**src/rtl/intc_pkg.sv**
```systemverilog
package intc_pkg;
  // Fixed priority of a device: index 0 carries the top level.
  function automatic int unsigned src_level(input int unsigned idx, input int unsigned nsrc);
    return nsrc - idx;
  endfunction

  // Vector code for a device before truncation to the port width.
  function automatic int unsigned vec_for(input int unsigned base, input int unsigned idx,
                                          input int unsigned stride);
    return base + idx * stride;
  endfunction
endpackage

```
**src/rtl/intc_pick.sv**
```systemverilog
module intc_pick #(
  parameter int NUM_SRC = 8,
  parameter int LVL_W   = 4,
  localparam int IDX_W  = (NUM_SRC > 1) ? $clog2(NUM_SRC) : 1
) (
  input  logic [NUM_SRC-1:0] req,
  input  logic [LVL_W-1:0]   cur_level,
  output logic [NUM_SRC-1:0] elig,
  output logic               win_valid,
  output logic [IDX_W-1:0]   win_idx,
  output logic [LVL_W-1:0]   win_level
);
  always_comb begin
    for (int i = 0; i < NUM_SRC; i++) begin
      elig[i] = req[i] &&
        (intc_pkg::src_level(int'(i), NUM_SRC) > int'(cur_level));
    end
  end

  // Scan from the far end so the lowest eligible index is left standing.
  always_comb begin
    win_idx = '0;
    for (int i = NUM_SRC - 1; i >= 0; i--) begin
      if (elig[i]) win_idx = IDX_W'(i);
    end
    win_valid = |elig;
    win_level = LVL_W'(intc_pkg::src_level(int'(win_idx), NUM_SRC));
  end
endmodule

```
**src/rtl/intc_lvl_stack.sv**
```systemverilog
module intc_lvl_stack #(
  parameter int LVL_W = 4,
  parameter int DEPTH = 4,
  localparam int CNT_W = $clog2(DEPTH + 1)
) (
  input  logic             clk,
  input  logic             rst_n,
  input  logic             push,
  input  logic [LVL_W-1:0] push_level,
  input  logic             pop,
  input  logic             wr_level,
  input  logic [LVL_W-1:0] wr_value,
  output logic [LVL_W-1:0] cur_level,
  output logic             full,
  output logic             empty
);
  logic [LVL_W-1:0] stk [DEPTH];
  logic [CNT_W-1:0] cnt;
  logic [LVL_W-1:0] top_lvl;

  assign full  = (cnt == CNT_W'(DEPTH));
  assign empty = (cnt == '0);

  always_comb begin
    top_lvl = '0;
    for (int g = 0; g < DEPTH; g++) begin
      if (int'(cnt) == g + 1) top_lvl = stk[g];
    end
  end

  for (genvar g = 0; g < DEPTH; g++) begin : g_slot
    always_ff @(posedge clk or negedge rst_n) begin
      if (!rst_n) stk[g] <= '0;
      else if (push && int'(cnt) == g) stk[g] <= cur_level;
    end
  end

  always_ff @(posedge clk or negedge rst_n) begin
    if (!rst_n) begin
      cnt       <= '0;
      cur_level <= '0;
    end else if (push) begin
      cnt       <= cnt + 1'b1;
      cur_level <= push_level;
    end else if (pop && !empty) begin
      cnt       <= cnt - 1'b1;
      cur_level <= top_lvl;
    end else if (wr_level) begin
      cur_level <= wr_value;
    end
  end

  // a push never lands on a full stack
  assert_push_not_full_R8: assert property (@(posedge clk) disable iff (!rst_n)
    push |-> !full);
  // popping an empty stack leaves the level alone
  assert_pop_empty_R6: assert property (@(posedge clk) disable iff (!rst_n)
    (pop && empty && !push && !wr_level) |=> $stable(cur_level));
endmodule

```
**src/rtl/prio_vec_intc.sv**
```systemverilog
module prio_vec_intc #(
  parameter int NUM_SRC    = 8,
  parameter int LVL_W      = 4,
  parameter int VEC_W      = 8,
  parameter int VEC_STRIDE = 4,
  parameter int STK_DEPTH  = 4,
  localparam int IDX_W     = (NUM_SRC > 1) ? $clog2(NUM_SRC) : 1,
  localparam int EN_BIT    = VEC_W - 1
) (
  input  logic               clk,
  input  logic               rst_n,
  input  logic [NUM_SRC-1:0] dev_req,
  output logic [NUM_SRC-1:0] dev_ack,
  output logic               cpu_irq,
  input  logic               cpu_inta,
  input  logic               cpu_iret,
  output logic [VEC_W-1:0]   vec_out,
  output logic               vec_valid,
  input  logic               cfg_wr,
  input  logic               cfg_addr,
  input  logic [VEC_W-1:0]   cfg_wdata,
  output logic [LVL_W-1:0]   cur_level
);
  logic               en_q;
  logic [VEC_W-1:0]   base_q;
  logic [NUM_SRC-1:0] elig;
  logic               win_valid;
  logic [IDX_W-1:0]   win_idx;
  logic [LVL_W-1:0]   win_level;
  logic               stk_full, stk_empty;
  logic               accept, pop_req, wr_ctl, wr_base;
  logic [NUM_SRC-1:0] ack_d;

  intc_pick #(.NUM_SRC(NUM_SRC), .LVL_W(LVL_W)) u_pick (
    .req(dev_req), .cur_level(cur_level), .elig(elig),
    .win_valid(win_valid), .win_idx(win_idx), .win_level(win_level)
  );

  assign cpu_irq = en_q && win_valid && !stk_full;
  assign accept  = cpu_inta && cpu_irq;
  assign pop_req = cpu_iret && !accept;
  assign wr_ctl  = cfg_wr && !cfg_addr;
  assign wr_base = cfg_wr && cfg_addr;

  intc_lvl_stack #(.LVL_W(LVL_W), .DEPTH(STK_DEPTH)) u_stk (
    .clk(clk), .rst_n(rst_n),
    .push(accept), .push_level(win_level),
    .pop(pop_req),
    .wr_level(wr_ctl), .wr_value(cfg_wdata[LVL_W-1:0]),
    .cur_level(cur_level), .full(stk_full), .empty(stk_empty)
  );

  always_comb begin
    ack_d = '0;
    if (accept) ack_d[win_idx] = 1'b1;
  end

  always_ff @(posedge clk or negedge rst_n) begin
    if (!rst_n) begin
      en_q      <= 1'b0;
      base_q    <= '0;
      dev_ack   <= '0;
      vec_out   <= '0;
      vec_valid <= 1'b0;
    end else begin
      if (wr_ctl)  en_q   <= cfg_wdata[EN_BIT];
      if (wr_base) base_q <= cfg_wdata;
      dev_ack   <= ack_d;
      vec_valid <= accept;
      if (accept)
        vec_out <= VEC_W'(intc_pkg::vec_for(int'(base_q), int'(win_idx), VEC_STRIDE));
    end
  end

  // never more than one device acknowledged
  assert_ack_onehot_R4: assert property (@(posedge clk) disable iff (!rst_n)
    $onehot0(dev_ack));
  // an accept yields one vector and one acknowledge next cycle
  assert_accept_vec_R4: assert property (@(posedge clk) disable iff (!rst_n)
    accept |=> (vec_valid && $countones(dev_ack) == 1));
  // the level follows the winner that was accepted
  assert_level_rise_R5: assert property (@(posedge clk) disable iff (!rst_n)
    accept |=> (cur_level == $past(win_level)));
  // a winner is really requesting above the current level
  assert_winner_ok_R3: assert property (@(posedge clk) disable iff (!rst_n)
    win_valid |-> (dev_req[win_idx] && win_level > cur_level));
  // the combined line implies some request is present
  assert_irq_has_req_R1: assert property (@(posedge clk) disable iff (!rst_n)
    cpu_irq |-> (|dev_req));
endmodule

```
**config.mk**
```make
export PLATFORM = sky130hd
export DESIGN_NAME = prio_vec_intc
export DESIGN_NICKNAME = d
export VERILOG_FILES = /design/src/rtl/intc_pkg.sv /design/src/rtl/intc_pick.sv /design/src/rtl/intc_lvl_stack.sv /design/src/rtl/prio_vec_intc.sv
export SDC_FILE = /design/constraint.sdc
export NUM_CORES = 1
export LEC_CHECK = 0
export ABC_AREA = 1
export CAP_MARGIN = 15
export CORE_ASPECT_RATIO = 0.5
export CORE_MARGIN = 8
export CORE_UTILIZATION = 56
export CTS_CLUSTER_SIZE = 24
export DETAILED_ROUTE_END_ITERATION = 16
export DONT_BUFFER_PORTS = 1
export PLACE_DENSITY_LB_ADDON = 0.3
export SLEW_MARGIN = 20
export SYNTH_ARGS = -nofsm -noshare
export SYNTH_HDL_FRONTEND = slang
export SYNTH_SLANG_ARGS = --single-unit
```
**constraint.sdc**
```tcl
create_clock -name clk -period 2.2 [get_ports clk]
set_clock_uncertainty 0.05 [all_clocks]
set_input_delay 0.11 -clock clk [delete_from_list [all_inputs] [get_ports clk]]
set_output_delay 0.11 -clock clk [all_outputs]
set_load 0.03 [all_outputs]
```
==> metrics <==
sequential-to-total area share from yosys stat 51.69%; I/O pin count 44; clock transition at the registers of the reported paths 90 ps; critical path cell sequence nor2_4 -> nand3_1 -> nand2_2 -> nand3_2 -> nor2_2 -> a21oi_2 -> inv_1 -> ha_1 -> a21oi_1 -> nand2_1 -> nand4_1 -> nand2_1 -> nand3_1 -> nand2_1; crit path capture type flop; Max Cap Viol 0; Hold Crit Depth 4; First-pass DRT Iterations 5; count of flip-flops with a built-in enable after synthesis 0; global-route wire length before repair 8914 um; proportion of layout cells with a drive suffix above 1 20.70%; worst-path fanout max 5; pin count of the biggest net entering global routing 50; placed wire-length estimate after detailed placement 3944 um; Pwr Total 3.817 mW; share of the clock period used by the worst path after layout 103.4%; number of distinct library cell variants in the gate-level netlist after synthesis 26; most common cell type on the critical path sky130_fd_sc_hd__nand2_1; Routed WL per cell 16.01 um; commonest register cell after synthesis sky130_fd_sc_hd__dfrtp_1; instance count of the mapped netlist 281; cell taking the most area after synthesis sky130_fd_sc_hd__dfrtp_1; worst path required time 2360 ps; final WL 5891 um; Longest Clk Path Bufs 2; final standard cell utilization of the core 71.98%; n_diodes 0; achievable frequency 439.8 MHz; vias in the first global route 1,838; Total Nets Final 341; final critical-path setup slack -73.91 ps; synth warn 0; CTS Buf Count 5; placed cell count 342; CP top delay family simple AND/OR/NAND/NOR gates; kind of start point of the critical path flop; portion of synthesized cell area occupied by the leading cell type 51.69%; cell depth of the worst setup path 14; post-layout minimum cycle time 2274 ps; DIE AREA 6701 um2; Std-Cell Core Area 3984 um2; gp weighted congestion 0.8701; failing checks negative setup slack; worst setup path category flop to flop; count of fill cells added during filler insertion 275; leakage component of the power 1.440 nW; CTS root buf sky130_fd_sc_hd__clkbuf_8; final-layout worst hold slack 29.04 ps; effective utilization at floorplan 59.55%; clock tree from TritonCTS yes; most frequent cell after synthesis sky130_fd_sc_hd__nand2_1; Max stage delay cell, worst path sky130_fd_sc_hd__dfrtp_2; endpoints failing setup 1; unrepaired setup endpoints after global routing true; number of storage elements in the synthesis netlist 49; Avg Synthesized Cell Area 8.442 um2; worst skew pair latency 300 ps; GRT Total Usage 17.05%; number of antenna violations at the first check in global routing 0; highest ir drop seen on vdd 767.7 uV; final-report max-slew violation count 0; power per cell area 1331 nW/um2; count of routing violations after the opening detailed-route iteration 149; DR vias 2,021; fraction of synthesis flops using an asynchronous set or reset pin 100.0%; global route overflow 0; top cells by area in the synthesized netlist sky130_fd_sc_hd__dfrtp_1, sky130_fd_sc_hd__nand2_1, sky130_fd_sc_hd__nor2_1; DP Worst Slack -16.01 ps; Die Height 62.03 um; worst rel slew slack 62.97%; worst reg2reg path depth 14; cell area after synthesis 2372 um2; # DRC 0; count of buffer and inverter cells on the critical path 1; Worst Tran Pin Value 551.2 ps; biggest cell delay along the critical path 450 ps; count of standard-cell rows 16; Buffers on Ports 0; Post-DRT Antenna Nets 0; Max H-tree Level 2; commonest cells in the netlist sky130_fd_sc_hd__nand2_1, sky130_fd_sc_hd__dfrtp_1, sky130_fd_sc_hd__nor2_1; synthesis-to-layout area growth 20.89%; type of the tightest min-delay check input port to flop; routed via count divided by cell count 5.492; worst path arrival time 2430 ps; result of the run complete, but fails checks; horizontal die dimension 108.0 um; TritonCTS Sinks 49; final cell count without fillers 368; post-synth net total 308; number of hold violations in the final report 0
-- per-stage QoR --
stage	area (um2)	TNS [ps]
2_1_floorplan	2392	-10.31
3_3_place_gp	2509	0
3_5_place_dp	2509	-16.01
4_1_cts	2741	0
5_1_grt	2868	-821.9
6_report	2868	-73.91
-- worst register-to-register path, stage by stage (launching register included) --
cell and delay, ps:
sky130_fd_sc_hd__dfrtp_2 450, sky130_fd_sc_hd__nor2_4 190, sky130_fd_sc_hd__nand3_1 170, sky130_fd_sc_hd__nand2_2 110, sky130_fd_sc_hd__nand3_2 90, sky130_fd_sc_hd__nor2_2 120
sky130_fd_sc_hd__a21oi_2 50, sky130_fd_sc_hd__inv_1 100, sky130_fd_sc_hd__ha_1 240, sky130_fd_sc_hd__a21oi_1 150, sky130_fd_sc_hd__nand2_1 130, sky130_fd_sc_hd__nand4_1 130
sky130_fd_sc_hd__nand2_1 60, sky130_fd_sc_hd__nand3_1 80, sky130_fd_sc_hd__nand2_1 50
-- worst paths after layout --
kind / startpoint / end / slack, ps
max: u_stk.cur_level[3]$_DFFE_PN0P_ / vec_out[7]$_DFFE_PN0P_ / -70
min: cfg_wdata[0] / u_stk.cur_level[0]$_DFFE_PN0P_ / 30
max reg2reg: u_stk.cur_level[3]$_DFFE_PN0P_ / vec_out[7]$_DFFE_PN0P_ / -70
min reg2reg: base_q[0]$_DFFE_PN0P_ / vec_out[0]$_DFFE_PN0P_ / 410
max in group asynchronous: rst_n / u_stk.cur_level[0]$_DFFE_PN0P_ / 1600
min in group asynchronous: rst_n / u_stk.stk[9]$_DFFE_PN0P_ / 270
-- layout make-up --
cell class	count	area (um2)	area share [%]
clock buffer	6	72.57	2.531
sequential	49	1231	42.93
inverter	27	103.9	3.621
timing repair buffer	30	284.0	9.904
tap	54	67.56	2.356
multi-input combinational	201	1104	38.48
clock inverter	1	5.005	0.1745
-- flip-flops by register name, summed over array words and instances, names as in the netlist --
| register | cells |
|---|---|
| base_q | 8 |
| dev_ack | 8 |
| en_q | 1 |
| u_stk.cnt | 3 |
| u_stk.cur_level | 4 |
| u_stk.stk | 16 |
| vec_out | 8 |
| vec_valid | 1 |
-- cell families after synthesis --
kind of cell | count (synthesis) | synth area share (%)
buffers and inverters | 31 | 5.696
flip-flops | 49 | 51.69
XOR/XNOR | 4 | 1.477
adder cells (fa/ha/maj) | 5 | 3.270
multiplexers | 5 | 2.373
AND/OR/NAND/NOR | 154 | 27.64
AO/OA/AOI/OAI | 33 | 7.859
-- per-layer routing --
| metal | global-route usage [%] | share of wire, % | wire (um) | vias to the layer above |
|---|---|---|---|---|
| met4 | 4.688 | 1.9 | 112 | 0 |
| met5 | 0 | 0 | 0 | - |
| li1 | - | - | - | 969 |
| met2 | 28.45 | 48 | 2834 | 74 |
| met1 | 21.03 | 42 | 2484 | 963 |
| met3 | 5.658 | 7.8 | 459 | 15 |
-- repair_timing --
action / 4_1_cts / 5_1_grt
buffers inserted: 2 / 5
gates cloned: 0 / 0
setup endpoints to repair: 1 / 7
gates resized for setup: 1 / 24
hold endpoints to repair: 58 / 0
hold buffers: 12 / 0
pin swaps: 0 / 8
-- cells in the final DEF (no fill, tap or decap), types with 6 or more instances in the layout --
master                           n
sky130_fd_sc_hd__nand3_2         6
sky130_fd_sc_hd__inv_1          24
sky130_fd_sc_hd__nand3_1        16
sky130_fd_sc_hd__nand2_1        84
sky130_fd_sc_hd__nor2_1         28
sky130_fd_sc_hd__nand2_2         8
sky130_fd_sc_hd__dfrtp_1        45
sky130_fd_sc_hd__o21ai_0        15
sky130_fd_sc_hd__dlygate4sd3_1  11
sky130_fd_sc_hd__buf_4          16
-- power breakdown --
part,switching (mW),internal [mW]
combinational,1.06,0.679
sequential,0.397,1.17
clock,0.289,0.217
Power figures use the tool's default switching activity.
